<file path="config.mk">
export PLATFORM = sky130hd
export DESIGN_NAME = tft_timing_gen
export DESIGN_NICKNAME = d
export VERILOG_FILES = /design/src/rtl/tft_timing_pkg.sv /design/src/rtl/tft_pix_div.sv /design/src/rtl/tft_phase_seq.sv /design/src/rtl/tft_timing_gen.sv
export SDC_FILE = /design/constraint.sdc
export NUM_CORES = 1
export LEC_CHECK = 0
export BUFFER_PORTS_ARGS = -buffer_cell sky130_fd_sc_hd__buf_2
export CORE_ASPECT_RATIO = 0.9
export CORE_MARGIN = 2
export CORE_UTILIZATION = 40
export CTS_CLUSTER_SIZE = 16
export DETAILED_ROUTE_END_ITERATION = 8
export PLACE_DENSITY_LB_ADDON = 0.08
export RECOVER_POWER = 100
export SYNTH_ARGS = -nofsm -noshare
export SYNTH_HDL_FRONTEND = slang
export SYNTH_SLANG_ARGS = --single-unit
export TNS_END_PERCENT = 5
</file>
<file path="constraint.sdc">
create_clock -name clk -period 4.7 [get_ports clk]
set_input_delay 0.94 -clock clk [delete_from_list [all_inputs] [get_ports clk]]
set_output_delay 0.94 -clock clk [all_outputs]
set_load 0.05 [all_outputs]
</file>
<file path="src/rtl/tft_timing_pkg.sv">
package tft_timing_pkg;

    typedef enum logic [1:0] {
        PH_SYNC  = 2'd0,
        PH_BACK  = 2'd1,
        PH_ACT   = 2'd2,
        PH_FRONT = 2'd3
    } phase_t;

    function automatic int max_of2(int a, int b);
        return (a > b) ? a : b;
    endfunction

endpackage

</file>
<file path="src/rtl/tft_pix_div.sv">
module tft_pix_div #(
    parameter int DIV_W = 10
) (
    input  logic             clk,
    input  logic             rst_n,
    input  logic             en_i,
    input  logic [DIV_W-1:0] div_i,
    output logic             tick_o,
    output logic             pclk_o
);
    typedef struct packed {
        logic [DIV_W-1:0] cnt;
        logic             pclk;
    } div_state_t;

    div_state_t st_d, st_q;

    always_comb begin
        st_d   = st_q;
        tick_o = en_i && (st_q.cnt == div_i) && !st_q.pclk;
        if (!en_i) begin
            st_d = '0;
        end else if (st_q.cnt == div_i) begin
            st_d.cnt  = '0;
            st_d.pclk = !st_q.pclk;
        end else begin
            st_d.cnt = st_q.cnt + 1'b1;
        end
    end

    always_ff @(posedge clk or negedge rst_n) begin
        if (!rst_n) st_q <= '0;
        else        st_q <= st_d;
    end

    assign pclk_o = st_q.pclk;

    // a tick is the edge on which the pixel clock rises
    a_r1_tick_rises: assert property (@(posedge clk) disable iff (!rst_n)
        tick_o |=> st_q.pclk);

    // disabling parks the divider
    a_r10_div_idle: assert property (@(posedge clk) disable iff (!rst_n)
        !en_i |=> (!st_q.pclk && st_q.cnt == '0));

endmodule

</file>
<file path="src/rtl/tft_phase_seq.sv">
module tft_phase_seq
    import tft_timing_pkg::*;
#(
    parameter int CNT_W = 11
) (
    input  logic             clk,
    input  logic             rst_n,
    input  logic             clr_i,
    input  logic             adv_i,
    input  logic [CNT_W-1:0] len_sync_i,
    input  logic [CNT_W-1:0] len_back_i,
    input  logic [CNT_W-1:0] len_act_i,
    input  logic [CNT_W-1:0] len_front_i,
    output phase_t           phase_o,
    output logic [CNT_W-1:0] cnt_o,
    output logic             wrap_o
);
    typedef struct packed {
        phase_t           phase;
        logic [CNT_W-1:0] cnt;
    } seq_state_t;

    seq_state_t st_d, st_q;
    logic [CNT_W-1:0] len_sel;
    logic             at_end;

    always_comb begin
        unique case (st_q.phase)
            PH_SYNC:  len_sel = len_sync_i;
            PH_BACK:  len_sel = len_back_i;
            PH_ACT:   len_sel = len_act_i;
            default:  len_sel = len_front_i;
        endcase
        at_end = (st_q.cnt == len_sel);
        wrap_o = adv_i && at_end && (st_q.phase == PH_FRONT);

        st_d = st_q;
        if (clr_i) begin
            st_d.phase = PH_SYNC;
            st_d.cnt   = '0;
        end else if (adv_i) begin
            if (at_end) begin
                st_d.phase = phase_t'(st_q.phase + 2'd1);
                st_d.cnt   = '0;
            end else begin
                st_d.cnt = st_q.cnt + 1'b1;
            end
        end
    end

    always_ff @(posedge clk or negedge rst_n) begin
        if (!rst_n) begin
            st_q.phase <= PH_SYNC;
            st_q.cnt   <= '0;
        end else begin
            st_q <= st_d;
        end
    end

    assign phase_o = st_q.phase;
    assign cnt_o   = st_q.cnt;

    // phases only ever step forward by one code
    a_r2_phase_order: assert property (@(posedge clk) disable iff (!rst_n)
        !clr_i |=> ($stable(st_q.phase) ||
                    (st_q.phase == phase_t'($past(st_q.phase) + 2'd1))));

    // inside one phase the count moves by one per advance
    a_r2_count_step: assert property (@(posedge clk) disable iff (!rst_n)
        (adv_i && !clr_i) |=> ((st_q.phase != $past(st_q.phase)) ||
                               (st_q.cnt == $past(st_q.cnt) + 1'b1)));

endmodule

</file>
<file path="src/rtl/tft_timing_gen.sv">
module tft_timing_gen
    import tft_timing_pkg::*;
#(
    parameter int DIV_W  = 10,
    parameter int HSW_W  = 8,
    parameter int HBP_W  = 7,
    parameter int HACT_W = 11,
    parameter int HFP_W  = 8,
    parameter int VSW_W  = 6,
    parameter int VBP_W  = 8,
    parameter int VACT_W = 10,
    parameter int VFP_W  = 8,
    parameter int DW     = 24
) (
    input  logic              clk,
    input  logic              rst_n,
    input  logic              en_i,
    input  logic [DIV_W-1:0]  div_i,
    input  logic [HSW_W-1:0]  hsw_i,
    input  logic [HBP_W-1:0]  hbp_i,
    input  logic [HACT_W-1:0] hact_i,
    input  logic [HFP_W-1:0]  hfp_i,
    input  logic [VSW_W-1:0]  vsw_i,
    input  logic [VBP_W-1:0]  vbp_i,
    input  logic [VACT_W-1:0] vact_i,
    input  logic [VFP_W-1:0]  vfp_i,
    input  logic              inv_hsync_i,
    input  logic              inv_vsync_i,
    input  logic              inv_de_i,
    input  logic              inv_data_i,
    input  logic              inv_lend_i,
    input  logic              clk_edge_i,
    input  logic              lend_en_i,
    input  logic [DW-1:0]     pix_data_i,
    output logic              pclk_o,
    output logic              hsync_o,
    output logic              vsync_o,
    output logic              de_o,
    output logic [DW-1:0]     pix_data_o,
    output logic              lend_o,
    output logic              pix_req_o,
    output logic [1:0]        hstat_o,
    output logic [1:0]        vstat_o,
    output logic [VACT_W-1:0] line_cnt_o
);
    localparam int HCW = max_of2(max_of2(HSW_W, HBP_W), max_of2(HACT_W, HFP_W));
    localparam int VCW = max_of2(max_of2(VSW_W, VBP_W), max_of2(VACT_W, VFP_W));

    logic           tick, pclk_raw;
    phase_t         hph, vph;
    logic [HCW-1:0] hcnt;
    logic [VCW-1:0] vcnt;
    logic           hwrap, vwrap_unused;
    logic           de_raw, lend_raw;

    tft_pix_div #(.DIV_W(DIV_W)) u_div (
        .clk    (clk),
        .rst_n  (rst_n),
        .en_i   (en_i),
        .div_i  (div_i),
        .tick_o (tick),
        .pclk_o (pclk_raw)
    );

    tft_phase_seq #(.CNT_W(HCW)) u_hseq (
        .clk         (clk),
        .rst_n       (rst_n),
        .clr_i       (!en_i),
        .adv_i       (tick),
        .len_sync_i  (HCW'(hsw_i)),
        .len_back_i  (HCW'(hbp_i)),
        .len_act_i   (HCW'(hact_i)),
        .len_front_i (HCW'(hfp_i)),
        .phase_o     (hph),
        .cnt_o       (hcnt),
        .wrap_o      (hwrap)
    );

    tft_phase_seq #(.CNT_W(VCW)) u_vseq (
        .clk         (clk),
        .rst_n       (rst_n),
        .clr_i       (!en_i),
        .adv_i       (hwrap),
        .len_sync_i  (VCW'(vsw_i)),
        .len_back_i  (VCW'(vbp_i)),
        .len_act_i   (VCW'(vact_i)),
        .len_front_i (VCW'(vfp_i)),
        .phase_o     (vph),
        .cnt_o       (vcnt),
        .wrap_o      (vwrap_unused)
    );

    always_comb begin
        de_raw   = en_i && (hph == PH_ACT) && (vph == PH_ACT);
        lend_raw = en_i && lend_en_i && (hph == PH_FRONT) && (hcnt == '0)
                   && (vph == PH_ACT);

        pclk_o     = pclk_raw ^ clk_edge_i;
        hsync_o    = (en_i && hph == PH_SYNC) ^ inv_hsync_i;
        vsync_o    = (en_i && vph == PH_SYNC) ^ inv_vsync_i;
        de_o       = de_raw ^ inv_de_i;
        lend_o     = lend_raw ^ inv_lend_i;
        pix_req_o  = tick && de_raw;
        pix_data_o = (de_raw ? pix_data_i : '0) ^ {DW{inv_data_i}};
        hstat_o    = hph;
        vstat_o    = vph;
        line_cnt_o = VACT_W'(vcnt);
    end

    // a disable parks both sequencers at the start of sync
    a_r10_off_park: assert property (@(posedge clk) disable iff (!rst_n)
        !en_i |=> (hph == PH_SYNC && vph == PH_SYNC && hcnt == '0 && vcnt == '0));

    // the vertical phase only moves when a line completes or on disable
    a_r3_v_on_wrap: assert property (@(posedge clk) disable iff (!rst_n)
        !$stable(vph) |-> ($past(hwrap) || $past(!en_i)));

    // a line-end strobe starts right after an active pixel
    a_r6_lend_after_de: assert property (@(posedge clk) disable iff (!rst_n)
        $rose(lend_raw) |-> $past(de_raw));

    // a pixel request leads straight into a pixel clock rising edge
    a_r7_req_then_rise: assert property (@(posedge clk) disable iff (!rst_n)
        pix_req_o |=> pclk_raw);

endmodule

</file>
# Yosys cells after proc, flatten, opt, wreduce, memory -nomap -nowiden
# Index checks and enable logic that the tools add are counted.
dict set report totals {
  regBits 36
  latch_bits 0
  mem_bits_rw 0
  mem_bits_ro 0
  inputBits 110
  out_inout_bits 44
  wordCells 63
  mem_count 0
}
dict set report op_classes {
  n_addsub 5
  mul 0
  n_div 0
  magnitude_cmp 0
  eq_ne 13
  shift 0
  mux 14
  bitwise_logic 6
  n_reduce_logical 19
}
# operator count
set ops {}
lappend ops {{case mux 11 bit (3 select lines)} 1}
lappend ops {{case mux 10 bit (3 select lines)} 1}
lappend ops {{two-way mux 13 bit} 2}
lappend ops {{two-way mux 12 bit} 2}
lappend ops {{two-way mux 24 bit} 1}
lappend ops {{XOR 24 bit} 1}
lappend ops {{two-way mux 11 bit} 2}
lappend ops {{adder 10 x 1 -> 10 bit (second input constant)} 2}
lappend ops {{equality test 10 bit} 2}
lappend ops {{two-way mux 10 bit} 2}
lappend ops {{logical AND 1 bit} 13}
lappend ops {{adder 11 x 1 -> 11 bit (second input constant)} 1}
lappend ops {{equality test 11 bit} 1}
lappend ops {{logical NOT 11 bit} 1}
lappend ops {{inequality test 2 x 1 -> 1 bit (second input constant)} 5}
lappend ops {{equality test 2 bit (second input constant)} 3}
lappend ops {{XOR 1 bit} 5}
lappend ops {{adder 2 x 1 -> 2 bit (second input constant)} 2}
lappend ops {{equality test 2 x 1 -> 1 bit (second input constant)} 2}
lappend ops {{logical NOT 2 bit} 2}
lappend ops {{two-way mux 2 bit} 2}
lappend ops {{AND reduction 2 bit} 2}
lappend ops {{logical NOT 1 bit} 1}
lappend ops {{two-way mux 1 bit} 1}

# Longest topological paths before layout
dict set report depth {
  depth_word 7
  mapped_depth 10
  ltp_nobuf 9
}

# By module
# From an unflattened synthesis, not the netlist that was laid out.
dict set report unflattened {
  cells_unflattened 377
  hier_area_um2 3358.2
}
# module instances cells_each area_each_um2 seq_area_each_um2
set by_module_without_submodules {}
lappend by_module_without_submodules {{tft_phase_seq (u_hseq)} 1 124 1141.1 325.3}
lappend by_module_without_submodules {{tft_phase_seq (u_vseq)} 1 116 1087.3 300.3}
lappend by_module_without_submodules {tft_pix_div 1 66 631.9 275.3}
lappend by_module_without_submodules {tft_timing_gen 1 71 498.0 0.0}

# Least setup slack after synthesis
# No wires, ideal clock.
dict set report synth_timing {
  path_type {register -> output}
  from {reg u_hseq.st_q, in the netlist u_hseq.phase_o[0]}
  to {out pix_data_o[15]}
  arrival_ns 2.872
  required_time_ns 3.760
  setup_slack_ns 0.888
  path_stages_with_launch 9
  n_path_buf 3
  path_cell_list {dfrtp_1 inv_1 ha_1 clkbuf_1 and3_1 clkbuf_1 clkbuf_1 nand2_1 xnor2_1}
}
dict set report synth_between {
  elab_chain_cells 5
}
# item line_no
set synth_rtl {}
lappend synth_rtl {{start, declared} tft_phase_seq.sv:23} ;# seq_state_t st_d, st_q;
lappend synth_rtl {{start signal, assigned} tft_phase_seq.sv:56} ;# st_q <= st_d;
lappend synth_rtl {{equality test 2 bit} tft_timing_gen.sv:94} ;# de_raw = en_i && (hph == PH_ACT) && (vph == PH_ACT);
lappend synth_rtl {{logical AND 1 bit (2 in a row)} tft_timing_gen.sv:94}
lappend synth_rtl {{two-way mux 24 bit} tft_timing_gen.sv:104} ;# pix_data_o = (de_raw ? pix_data_i : '0) ^ {DW{inv_data_i}};
lappend synth_rtl {{XOR 24 bit} tft_timing_gen.sv:104}
lappend synth_rtl {{end, declared} tft_timing_gen.sv:39} ;# output logic [DW-1:0] pix_data_o,
# Every way passes these cells.

# Final worst setup path
dict set report layout_timing {
  from {reg u_hseq.st_q, in the netlist u_hseq.phase_o[0]}
  to {out pix_data_o[12]}
}
# Same word-level chain as after synthesis.

==> summary.md <==
| Metric | Value |
|---|---|
| Outcome | finished with violations |
| Violated checks | capacitance limit, slew limit |
| Final nets | 645 |
| Reg2reg path depth | 8 |
| Pin count of the biggest net entering global routing | 37 |
| Netlist Area Pre-Place | 3240 um2 |
| Sequential Power Share | 0.402 |
| Reg2reg end | u_hseq.cnt_o[4] |
| Top layer in use | met4 |
| Fin. Hold Viols | 0 |
| Max VDD drop | 0.143 mV |
| Core Rows | 31 |
| Mux cell area share after synthesis | 0.0278 |
| Cell internal pwr | 0.000561 W |
| Adder-Cell Fraction of Synth Area | 0.0463 |
| Top cell type by total area after synthesis | dfrtp_1 |
| Routed length on met2 | 4.43 mm |
| Final Util | 0.510 |
| Antenna Nets Post-Route | 0 |
| Inserted Clock Buffers | 5 |
| Most numerous cell in the Yosys netlist | xnor2_1 |
| I/O pins | 154 |
| Hold_buf cts | 0 |
| CTS clk-pin slew, worst paths | 80 ps |
| Core Box Area | 7950 um2 |
| DRT iter0 DRCs | 113 |
| Clock root buffer | clkbuf_8 |
| Synth cell types | 53 |
| Setup crit end | pix_data_o[12] |
| HPWL after DPL | 7.06 mm |
| Pwr/cell area | 208 nW/um2 |
| Share of flip-flops with an asynchronous set or reset | 1.00 |
| Switching Fraction | 0.335 |
| Routed wl met3 | 544 um |
| RePlAce Congestion | 0.793 |
| Post-CTS Setup Inserts | 0 |
| DIE AREA | 8840 um2 |
| CP startpoint kind | flop |
| Reg2reg start | u_hseq.phase_o[1] |
| Share of the synthesized area in the top cell type | 0.278 |
| TritonCTS clock tree | built |
| Worst-margin pin slew | 2000 ps |
| First-pass GRT wire length | 13.8 mm |
| Req. time, crit path | 3760 ps |
| Psw | 0.000283 W |
| # setup viols final | 0 |
| Power, Total | 0.000843 W |
| CTS Sinks | 36 |
| Clk pwr share | 0.323 |
| Mean Syn Cell Area | 8.53 um2 |
| Area Growth Syn to Fin | 25.0% |
| Worst skew pair latency | 300 ps |
| Total gr overflow | 0 |
| Design area | 4050 um2 |
| Min-delay src | u_div.st_q[1] |
| Main combinational cell family by area after synthesis | simple AND/OR/NAND/NOR gates |
| M1 WL | 4.07 mm |
| Post-synth EDFFs | 0 |
| DR WL/cell | 14.6 um |
| Number of detailed-route iterations in the first pass | 5 |
| Setup TNS | 0 ps |
| Vias | 3,230 |
| CP arrival | 2960 ps |
| Hold Path Class | flop to flop |
| # diodes | 0 |
| Cells after synthesis | 380 |
| F_max | 0.256 GHz |
| Die width | 98.9 um |
| Gr usage total | 0.191 |
| Gate power share | 0.275 |
| CTS HTree Levels | 2 |
| Max clock buf depth | 2 |
| DR vias/cell | 5.18 |
| Final Skew | 8.04 ps |
| Die H | 89.4 um |
| Fraction of layout cells with a size suffix above 1 | 0.229 |
| Vias in the first global route | 2,863 |
| Syn Nets | 502 |
| Post-DP Area | 4050 um2 |
| Post-Route WL | 9.09 mm |
| Simple-Gate Fraction of Synth Area | 0.250 |
| CP Launch Point | u_hseq.phase_o[0] |
| Initial antenna violation count | 0 |
| Max Slew Vio Count | 37 |
| Most frequent cells after synthesis | 63 x xnor2_1, 48 x nand2_1, 36 x dfrtp_1, 31 x nor2_1, 16 x nand3_1 |
| Crit-path max FO | 26 |
| Worst Setup End Kind | primary output |
| Critical path class | flop to primary output |
| Post-CTS Resized | 0 |
| Leak Pwr | 1.69 nW |
| Max-cap violations | 1 |
| Period minus WS final | 3900 ps |
| RSZ-0062 raised after global routing | false |
| Initial Utilization | 0.408 |
| Synth Area in Compound Gates | 0.155 |
| Worst relative slew slack | -0.330 |
| Synth Warn # | 0 |
| Flop2flop setup slack | 990 ps |
| Xor/xnor share of the synthesized area | 0.200 |
| Port-buffer cells | 153 |
| Synth Register Bits | 36 |
| Largest cells by area after synthesis | dfrtp_1 28%, xnor2_1 17%, nand2_1 5.6% |
| Remaining DRCs | 0 |
| Ys flop type | dfrtp_1 |
| Final period util | 0.830 |
| Sequential area share after synthesis | 0.278 |
-- layout by cell type (no fill, tap or decap), types with 2 or more instances in the layout --
master	count
or2_2	3
dfrtp_1	36
buf_2	108
and4_1	2
ha_1	12
a222oi_1	12
o21ai_0	5
and3_1	10
and2_1	2
o31ai_1	7
a22oi_1	3
nor3_1	3
nor2b_1	12
and4b_1	2
a31oi_1	4
nand2_1	48
mux2i_1	9
nand2b_1	4
nor4_1	4
nand4_1	10
clkbuf_8	5
a2111oi_0	2
clkbuf_1	46
nor3b_1	2
nor2_1	31
a221oi_1	2
a211oi_1	3
or3_1	2
o2bb2a_1	5
and2_0	2
xor2_1	11
nor4bb_1	2
xnor2_1	63
nand3b_1	3
nand3_1	16
inv_1	13
a21oi_1	5
-- cells by family (layout without fill, tap and decap cells) --
logic type	Yosys count	after routing
simple gates	159	159
xor+xnor	74	74
compound gates	58	58
flops	36	36
buf+inv	32	176
fa+ha+maj	12	12
mux	9	9
-- cell type report --
class | count | area, um2
Clock buffer | 6 | 72.6
Clock inverter | 2 | 35.0
Fill cell | 820 | 3900
Inverter | 14 | 52.6
Multi-Input combinational cell | 312 | 2150
Sequential cell | 36 | 901
Tap cell | 99 | 124
Timing Repair Buffer | 154 | 717
-- per-layer routing --
metal,up-vias,GRT usage
met5,-,0
met4,0,0.0411
met3,4,0.0360
met2,92,0.327
met1,1505,0.254
li1,1629,-
-- worst min path at each step --
stage | end | depth (start not counted)
4_1_cts | u_div.st_q[1] | 1
5_1_grt | u_div.st_q[1] | 1
3_5_place_dp | u_div.st_q[1] | 1
3_3_place_gp | u_div.st_q[1] | 1
2_1_floorplan | u_div.st_q[1] | 1
6_report | u_div.st_q[1] | 1
-- per-stage QoR --
stage          instances  hold WS (ps)  worst slack, ps
2_1_floorplan        380           486              888
3_3_place_gp         615           528             1360
3_5_place_dp         615           527             1290
4_1_cts              623           542              957
5_1_grt              623           562              476
6_report             623           534              799
-- sequential cells by signal, summed over array words and instances (netlist names) --
signal,flops
u_div.pclk_o,1
u_div.st_q,10
u_hseq.cnt_o,11
u_hseq.phase_o,2
u_vseq.cnt_o,10
u_vseq.phase_o,2
-- worst max-delay path: stages (launching register included) --
cell,delay (ps)
dfrtp_1,410
inv_1,130
ha_1,470
and3_1,810
nand2_1,150
xnor2_1,200
clkbuf_1,490
-- power by group through the flow --
stage	logic, W	registers, W	clock network [W]
after floorplan	0.000127	0.000366	0
after global routing	0.000250	0.000341	0.000299
after detailed placement	0.000241	0.000344	0
after CTS	0.000242	0.000339	0.000282
final	0.000232	0.000339	0.000273
after global placement	0.000238	0.000344	0
(Power assumes the default switching activity.)
